<file path="src/rtl/acc_datapath.sv">
module acc_datapath #(
  parameter int DW  = 16,
  parameter int STW = 3
) (
  input  logic                        clk,
  input  logic                        rst_n,
  input  logic [2:0]                  opcode,
  input  logic                        src_sel,
  input  logic                        sxm,
  input  logic [$clog2(DW+1)-1:0]     shift_cnt,
  input  logic [DW-1:0]               din,
  input  logic [2*DW-1:0]             prod_in,
  input  logic                        st_half,
  input  logic [STW-1:0]              st_shift,
  input  logic [$clog2(DW)-1:0]       bit_idx,
  output logic [2*DW-1:0]             acc,
  output logic                        carry,
  output logic [DW-1:0]               st_data,
  output logic                        norm_done,
  output logic [$clog2(2*DW):0]       norm_cnt,
  output logic                        bit_out
);
  localparam int AW  = 2 * DW;
  localparam int SCW = $clog2(DW + 1);

  localparam logic [2:0] OP_LD  = 3'd0;
  localparam logic [2:0] OP_ADD = 3'd1;
  localparam logic [2:0] OP_SUB = 3'd2;
  localparam logic [2:0] OP_AND = 3'd3;
  localparam logic [2:0] OP_OR  = 3'd4;
  localparam logic [2:0] OP_XOR = 3'd5;
  localparam logic [2:0] OP_NRM = 3'd6;

  logic [SCW-1:0] sh_eff;
  logic [AW-1:0]  wide, scaled, opnd, acc_sh;
  logic [AW:0]    sum, dif;

  assign sh_eff  = (shift_cnt > SCW'(DW)) ? SCW'(DW) : shift_cnt;
  assign wide    = sxm ? {{DW{din[DW-1]}}, din} : {{DW{1'b0}}, din};
  assign scaled  = wide << sh_eff;
  assign opnd    = src_sel ? prod_in : scaled;
  assign sum     = {1'b0, acc} + {1'b0, opnd};
  assign dif     = {1'b0, acc} - {1'b0, opnd};
  assign acc_sh  = acc << st_shift;
  assign st_data = st_half ? acc_sh[AW-1:DW] : acc_sh[DW-1:0];
  assign norm_done = acc[AW-1] ^ acc[AW-2];
  assign bit_out = din[bit_idx];

  always_ff @(posedge clk) begin
    if (!rst_n) begin
      acc      <= '0;
      carry    <= 1'b0;
      norm_cnt <= '0;
    end else begin
      unique case (opcode)
        OP_LD:  begin acc <= opnd; norm_cnt <= '0; end
        OP_ADD: begin acc <= sum[AW-1:0]; carry <= sum[AW]; end
        OP_SUB: begin acc <= dif[AW-1:0]; carry <= dif[AW]; end
        OP_AND: acc <= acc & opnd;
        OP_OR:  acc <= acc | opnd;
        OP_XOR: acc <= acc ^ opnd;
        OP_NRM: if (!norm_done) begin
                  acc      <= acc << 1;
                  norm_cnt <= norm_cnt + 1'b1;
                end
        default: ;
      endcase
    end
  end

  always_comb begin
    if (rst_n) begin
      a_r1_low_zero: assert ((scaled & ~({AW{1'b1}} << sh_eff)) == '0);
    end
  end

  a_r5_nop_hold: assert property (@(posedge clk) disable iff (!rst_n)
    opcode == 3'd7 |=> $stable(acc) && $stable(carry) && $stable(norm_cnt));

  a_r6_carry_logic: assert property (@(posedge clk) disable iff (!rst_n)
    (opcode != OP_ADD && opcode != OP_SUB) |=> $stable(carry));

  a_r8_norm_stop: assert property (@(posedge clk) disable iff (!rst_n)
    (opcode == OP_NRM && norm_done) |=> $stable(acc) && $stable(norm_cnt));

  a_r9_load_clear: assert property (@(posedge clk) disable iff (!rst_n)
    opcode == OP_LD |=> norm_cnt == '0);

  a_r3_prod_load: assert property (@(posedge clk) disable iff (!rst_n)
    (opcode == OP_LD && src_sel) |=> acc == $past(prod_in));

endmodule

</file>
<file path="config.mk">
export PLATFORM = sky130hd
export DESIGN_NAME = acc_datapath
export DESIGN_NICKNAME = d
export VERILOG_FILES = /design/src/rtl/acc_datapath.sv
export SDC_FILE = /design/constraint.sdc
export NUM_CORES = 1
export LEC_CHECK = 0
export ABC_AREA = 1
export BUFFER_PORTS_ARGS = -buffer_cell sky130_fd_sc_hd__buf_2
export CORE_UTILIZATION = 50
export CTS_BUF_LIST = sky130_fd_sc_hd__clkbuf_8 sky130_fd_sc_hd__clkbuf_16
export CTS_CLUSTER_DIAMETER = 100
export DETAILED_ROUTE_END_ITERATION = 8
export PLACE_DENSITY = 0.7
export SYNTH_ARGS = -nofsm -noshare
export SYNTH_HDL_FRONTEND = slang
export SYNTH_SLANG_ARGS = --single-unit
</file>
<file path="constraint.sdc">
create_clock -name clk -period 5 [get_ports clk]
set_input_delay 0.5 -clock clk [delete_from_list [all_inputs] [get_ports clk]]
set_output_delay 0.5 -clock clk [all_outputs]
set_load 0.005 [all_outputs]
</file>
## Word level (Yosys, flattened, before mapping)

Cells that the tools add are included.

| operators by class | value |
|---|---|
| mux-type cells | 11 |
| add/sub/neg operators | 3 |
| bitwise gates (word level) | 4 |
| shifts and indexed selects | 2 |
| reductions and logical operators | 6 |
| $lt $le $gt $ge | 2 |
| equality and inequality tests | 7 |

Operator list:

| cell | number |
|---|---|
| case mux 32 bit (7 select lines) | 1 |
| two-way mux 32 bit | 3 |
| adder 32 x 32 -> 33 bit | 1 |
| subtractor 32 x 32 -> 33 bit | 1 |
| bitwise AND 32 bit | 1 |
| OR 32 bit | 1 |
| << shifter 32 x 3 -> 32 bit | 1 |
| << shifter 32 x 5 -> 32 bit | 1 |
| XOR 32 bit | 1 |
| two-way mux 16 bit | 1 |
| case mux 6 bit (2 select lines) | 1 |
| equality test 3 bit, second input constant | 3 |
| nonzero test 7 bit | 1 |
| adder 6 x 1 -> 6 bit, second input constant | 1 |
| equality test 3 x 2 -> 1 bit, second input constant | 2 |
| two-way mux 6 bit | 1 |
| > comparator 5 bit, second input constant | 1 |
| < comparator 4 x 5 -> 1 bit, second input constant | 1 |
| two-way mux 5 bit | 1 |
| binary-select mux 1 bit (select 4 bit) | 1 |
| AND reduction 2 bit | 2 |
| nonzero test 2 bit | 2 |
| equality test 3 x 1 -> 1 bit, second input constant | 1 |
| logical NOT 3 bit | 1 |
| other kinds (4) | 4 |

| word-level totals | value |
|---|---|
| register bits | 39 |
| bits of input ports | 68 |
| output and inout port bits | 57 |

## Longest topological paths before layout

Gate-level depths: netlist (run 1).

| logic depth | value |
|---|---|
| word-level depth | 6 |
| mapped depth | 29 |
| mapped depth without buffers | 26 |

## Worst setup path before layout (run 1)

Ideal clock, no wire load.

| timing | value |
|---|---|
| path type | input-to-reg |
| start | input port shift_cnt[4] |
| end | register acc[25] |
| path slack | 1.900 ns |
| setup time | 0.132 ns |
| arrival time | 2.968 ns |
| cell stages on the path | 22 |
| path through | buf_6 > buf_2 > nor2_2 > buf_4 > nand3_1 > nand4_1 > nand2_1 > inv_1 > ha_1 > buf_2 > nor2_1 > inv_1 > nor2_1 > inv_1 > nor3_1 > nand2_1 > nand3_1 > nand2_1 > nand3_1 > nand3_1 > nand2_1 > a21oi_1 |

| on the way | value |
|---|---|
| word-level cells in the longest chain between the ends | 6 |
| elaborated cells between the ends (all ways) | 10 |

RTL lines:

| item | line | RTL |
|---|---|---|
| from (decl) | 10 | `input logic [$clog2(DW+1)-1:0] shift_cnt,` |
| > comparator 5 bit | 38 | `assign sh_eff = (shift_cnt > SCW'(DW)) ? SCW'(DW) : shift_cnt;` |
| two-way mux 5 bit * | 38 |  |
| << shifter 32 x 5 -> 32 bit * | 40 | `assign scaled = wide << sh_eff;` |
| two-way mux 32 bit * | 41 | `assign opnd = src_sel ? prod_in : scaled;` |
| subtractor 32 x 32 -> 33 bit (tied with other cells) | 43 | `assign dif = {1'b0, acc} - {1'b0, opnd};` |
| case mux 32 bit (7 select lines) * | 55 | `unique case (opcode)` |
| to (signal assigned) | 57 | `OP_ADD: begin acc <= sum[AW-1:0]; carry <= sum[AW]; end` |
| to (signal assigned) | 58 | `OP_SUB: begin acc <= dif[AW-1:0]; carry <= dif[AW]; end` |
| to (signal assigned) | 59 | `OP_AND: acc <= acc & opnd;` |
| to (decl) | 16 | `output logic [2*DW-1:0] acc,` |

Mark *: on every way between the ends. The rest lies on a longest branch, timed or not.
A chain may end at the register's enable or synchronous reset.

## Worst setup path after layout (run 1)

| timing | value |
|---|---|
| start | input port shift_cnt[4] |
| end | register acc[31] |

Same word-level chain as after synthesis.

==> results of run 1 <==
[cells in the final DEF (no fill, tap or decap), types with 5 or more instances in the layout]
cell type  count
dfxtp_1       39
inv_1        354
o21ai_0      126
o211ai_1      12
o221ai_1       7
o21ai_1       18
buf_4         11
ha_1         105
o22ai_1       40
mux2i_1       11
buf_2        124
nand4_1       20
a211oi_1      15
nand3_2        5
nand2_2       10
nand2_1      713
clkbuf_16      5
o21ai_2       12
a21oi_1      107
nand3_1      210
xor2_1         7
nor3_1        26
o21bai_1       6
nor2_1       128
inv_2         11
[cell type report]
cell class	instances	area (sq um)
fill	2456	9910
multi-input combinational	1626	8440
inverter	369	1400
sequential	39	781
timing repair buffer	135	703
tap	280	350
clock buffer	6	139
clock inverter	2	38.8
[cells by family (layout without fill, tap and decap cells)]
logic type | Yosys count | count (layout) | synth area share, %
buffers and inverters | 458 | 512 | 16.6
AND/OR/NAND/NOR | 1135 | 1135 | 43.2
multiplexers | 11 | 11 | 0.996
flip-flops | 39 | 39 | 7.06
adder cells (fa/ha/maj) | 107 | 107 | 12.2
XOR/XNOR | 8 | 8 | 0.634
AO/OA/AOI/OAI | 365 | 365 | 19.2
[stage by stage]
step / total power, uW / instances
after floorplan: 1610 / 2123
after global placement: 2170 / 2449
after detailed placement: 2180 / 2449
after CTS: 2610 / 2457
after global routing: 2870 / 2457
final: 2690 / 2457
[cell usage after synthesis, types with 7 or more instances]
master    instances
o21ai_2          11
mux2i_1          11
o211ai_1         12
nand4_1          20
dfxtp_1          39
a211oi_1         15
o21ai_1          19
nand2_1         713
buf_2            33
ha_1            105
inv_2            11
nand3_1         210
clkbuf_1         43
o221ai_1          7
o22ai_1          40
nand2_2          10
nor3_1           26
inv_1           354
nor2_1          128
xor2_1            7
o21ai_0         126
a21oi_1         107
[report_power, final]
group | total, uW | leakage [uW] | internal (uW) | switching (uW)
Sequential | 434 | 0.000321 | 346 | 87.6
Combinational | 1820 | 0.00614 | 540 | 1280
Clock | 438 | 0.0000875 | 253 | 185
[critical path: stages]
cell	delay, ps
buf_2	440
inv_8	100
nand2_8	180
nand2_1	90
o21ai_2	70
and2_1	160
nand2_1	90
o22ai_1	580
inv_1	180
ha_1	470
nand2_1	80
nand3_1	130
nand3_1	100
nand2_1	170
nand2_1	110
nand2_1	160
nand2_1	100
nand2_1	70
nand2_1	40
nand3_1	70
nand3_1	160
nand2_1	110
a21oi_1	60
[final timing paths]
kind	start	slack [ps]	end	depth (start not counted)
hold / removal	norm_cnt[5]$_SDFFE_PN0P_	520	norm_cnt[5]$_SDFFE_PN0P_	2
setup / recovery	shift_cnt[4]	910	acc[31]$_SDFFE_PN0P_	23
setup reg to reg	acc[5]$_SDFFE_PN0P_	2010	acc[12]$_SDFFE_PN0P_	15
hold reg to reg	norm_cnt[5]$_SDFFE_PN0P_	520	norm_cnt[5]$_SDFFE_PN0P_	2
[registers in the layout (all words and copies together), names as in the netlist]
signal	flops
acc	32
norm_cnt	6
carry	1
[metal layers]
metal | up-vias | share of wire (%) | GRT usage (%)
li1 | 6881 | - | -
met1 | 6391 | 43 | 57.7
met2 | 801 | 41 | 62.1
met3 | 91 | 13 | 12.2
met4 | 0 | 3.5 | 13.8
met5 | - | 0 | 0
==> results.cfg, run 1 <==
[synthesis]
ys.flop_type = dfxtp_1
ys_seq_area_share_pct = 7.06
syn_avg_cell_area_sq_um = 5.21
syn_nets = 2298
synth-edff-count = 0
syn_area_sq_um = 11100
synth-async-reset-ratio_pct = 0
ys_types = 56
synthesis.instances = 2123
ys_ff_latch = 39
netlist_top_cells_area = nand2_1, inv_1, ha_1, nand3_1, dfxtp_1
yosys_warnings = 0
synth_top_area_share_pct = 24.2
synth_top_cell_by_area = nand2_1

[timing]
timing.final.ws_setup_ps = 906
setup_violations = 0
tns_ps = 0
finalHoldViolations = 0
worst_slew_pin_slew_ps = 1390
relSlewSlack_pct = 7.47
fin_hold_ws_ps = 523
period_needed_ps = 4090
fmax_mhz = 244
rsz0062_at_grt = false
finClkSkew_ps = 5.90
period_share_pct = 81.9
slew_violations = 0

[min_path]
hold_path.class = register to register

[finish]
fin_util_pct = 54.4
area_delta_synth_final_pct = 7.15
nets = 2351
antenna_cells = 0
stdcell_area_sq_um = 11800
drive_gt1_share_pct = 9.37

[global_routing]
grt_use_total_pct = 42.0
grt_pass1_vias = 12400
grt_max_degree = 65
grt_pass1_wl_um = 71300
antenna_found_initial = 1
overflow = 0

[worst_setup_path]
critPathMaxFanout = 27
arrival_ps = 4260
path_class = input port to register
crit_path_end_kind = register
startpoint_type = input port
critPathRequiredTime_ps = 5160

[place]
hpwl_um = 38900
placement.io_buffers = 124
placed_area_sq_um = 11700
globalplace.congestion = 1.04
post-place-ws_ps = 737

[power_and_ir_drop]
leakage_uw = 0.00655
ir_drop_uv = 132
p_per_area_nw_per_um2 = 227

[clocking]
clockBufferDepth = 2
cts_root_buf = clkbuf_16
htreeDepth = 2
cts_resized = 0
cts_tree = done
clk_pin_slew_worst_paths_ps = 80
clock_latency_ps = 310
ctsHoldBuffers = 0
clock_sinks = 39
cts_setup_buffers = 0
numCtsBuffers = 5

[floorplanning]
die_w_um = 151
rows = 54
io-pin-count = 125
initial_core_util_pct = 50.8
die_y_um = 151
die-area_sq_um = 22700
core_area_sq_um = 21800

[routing]
avgRoutedWirePerCell_um = 19.6
vias_per_cell = 5.76
vias = 14164
wl_um = 48100
dr.pass1.iters = 6
drt-initial-drc-count = 1426
drc = 0
antenna_left = 0

[run]
maxCapViolations = 0

[outcome]
status = finished clean
No activity file was read; power rests on OpenSTA's default activity.
==> inputs of run 2 (changes only) <==
==> constraint.sdc (replaced) <==
create_clock -name clk -period 4.03 [get_ports clk]
set_input_delay 0.403 -clock clk [delete_from_list [all_inputs] [get_ports clk]]
set_output_delay 0.403 -clock clk [all_outputs]
set_load 0.005 [all_outputs]
==> run 2 against run 1 <==
Flip-flop and latch count unchanged. Highest routed layer unchanged. Die area did not move. Sequential power increased by 23%. Global-route usage increased by 0.31 points. Clock skew grew 1.5 ps. Clock-buffer cell count shrank 1. Cell count increased by 2.2%. Critical path depth shrank 2. Register-to-register slack lost 850 ps. Largest power group unchanged.
==> results.cfg, run 2 (synthesis gave the netlist of run 1 again) <==
[routing]
vias_per_cell = 5.78
dr.pass1.iters = 7
drc = 0
vias = 14509
avgRoutedWirePerCell_um = 19.3
antenna_left = 0
drt-initial-drc-count = 1580
wl_um = 48500

[power_and_ir_drop]
internal_power_uw = 1410
pwr-share-comb_pct = 71.4
seqPwrFrac_pct = 15.9
total_power_uw = 3340
ir_drop_uv = 142
p_per_area_nw_per_um2 = 273
leakage_uw = 0.00680
switching_share_pct = 57.8
clkPwrFrac_pct = 12.7
switchingPower_uw = 1930

[finish]
num-fill-cells = 2438
largest_register_ffs = 32
reg_top3 = acc x32, norm_cnt x6, carry x1
final_common_cell = nand2_1
drive_gt1_share_pct = 11.5
antenna_cells = 0
area_delta_synth_final_pct = 10.6
final_cell_mix = nand2_1, inv_1, nand3_1, nor2_1, o21ai_0
finish.cell_count_without_fillers = 2510
fin_util_pct = 56.2
nets = 2404
regArea_sq_um = 781
top_register = acc
multi_input_area_sq_um = 8450

[clocking]
htreeDepth = 2
cts_setup_buffers = 0
clockBufferDepth = 2
clock_sinks = 39
numCtsBuffers = 5
clk_pin_slew_worst_paths_ps = 70
cts_tree = done
cts_root_buf = clkbuf_16
clock_latency_ps = 300

[global_routing]
antenna_found_initial = 0
grt_pass1_vias = 12861
grt_pass1_wl_um = 72400
grt_max_degree = 35
grt_use_total_pct = 42.3
overflow = 0

[worst_setup_path]
timing.critical_path.mode_cell = nand2_1
crit_path_end_kind = register
max_stage_delay_ps = 480
crit_chain = buf_2, nand2_1, nand2_2, nand3_1, nand3_1, nand3b_1, nand2_1, inv_1, ha_1, nand2_1, buf_4, nor2_1, nand2_1, nor2_1, nand2_1, nand3_1, nand2_1, nand3_1, nand3_1, nand2_1, a21oi_2
critPathMaxFanout = 21
cp_slowest_cell = ha_1
path_delay_family = simple AND/OR/NAND/NOR gates
critPathRequiredTime_ps = 4180
arrival_ps = 3890
startpoint_type = input port
path_buf_inv = 3
path_class = input port to register

[timing]
period_needed_ps = 3730
tns_ps = 0
worst_slew_pin_slew_ps = 1270
period_share_pct = 92.7
relSlewSlack_pct = 15.2
finalHoldViolations = 0
fmax_mhz = 268
finClkSkew_ps = 7.39
slew_violations = 0
rsz0062_at_grt = false
setup_violations = 0

[place]
placed_cells = 2502
hpwl_um = 39900
globalplace.congestion = 1.04
placement.io_buffers = 124

[run]
maxCapViolations = 0

[outcome]
status = finished clean

[floorplanning]
die_y_um = 151
rows = 54
die_w_um = 151
io-pin-count = 125
die-area_sq_um = 22700
core_area_sq_um = 21800
initial_core_util_pct = 50.8

[min_path]
hold_path.class = register to register
run 2: cell count changes in the layout (fill, tap and decap cells not counted), sizes merged:
cell / previous run / this run
clkbuf: 6 / 5
clkinv: 2 / 3
inv: 368 / 369
buf: 135 / 188
bufinv: 1 / 0
run 2: final cells by class:
type | instances | share of cell area [%]
flip-flops and latches | 39 | 6.39
clock buffers | 5 | 1.02
clock inverters | 3 | 0.102
multi-input cells | 1626 | 69.1
repair buffers | 188 | 9.11
inverters | 369 | 11.4
well taps | 280 | 2.87
run 2: power groups by stage:
stage | clock network [uW] | registers [uW] | logic, uW
finish | 424 | 532 | 2380
global route | 429 | 537 | 2600
CTS | 413 | 526 | 2300
detailed placement | 0 | 535 | 2290
global placement | 0 | 533 | 2270
floorplan | 0 | 505 | 1500
run 2: final timing paths:
check,start,slack (ps),depth (start not counted),endpoint
max,shift_cnt[4],300,21,acc[26]$_SDFFE_PN0P_
min,norm_cnt[5]$_SDFFE_PN0P_,510,2,norm_cnt[5]$_SDFFE_PN0P_
max reg2reg,acc[9]$_SDFFE_PN0P_,1160,12,acc[14]$_SDFFE_PN0P_
min reg2reg,norm_cnt[5]$_SDFFE_PN0P_,510,2,norm_cnt[5]$_SDFFE_PN0P_
run 2: per-stage QoR:
step	area [sq um]	hold slack [ps]	setup WS, ps
2_1_floorplan	11100	495	1030
3_3_place_gp	12100	487	106
3_5_place_dp	12100	496	108
4_1_cts	12200	510	400
5_1_grt	12200	536	24.5
6_report	12200	510	296
run 2: what timing repair did:
action	CTS	global route
setup endpoints to repair	0	2
hold buffers	0	0
resized for setup	0	2
run 2: worst min-delay path: stages (launching register included):
cell and delay (ps):
dfxtp_1 310, inv_1 60, o21a_1 110
run 2: layer usage:
layer / global-route usage (%) / wire [um] / vias to the layer above
li1: - / - / 6978
met1: 57.6 / 20300 / 6571
met2: 63.4 / 20000 / 858
met3: 11.3 / 6330 / 102
met4: 15.0 / 1840 / 0
met5: 0 / 0 / -
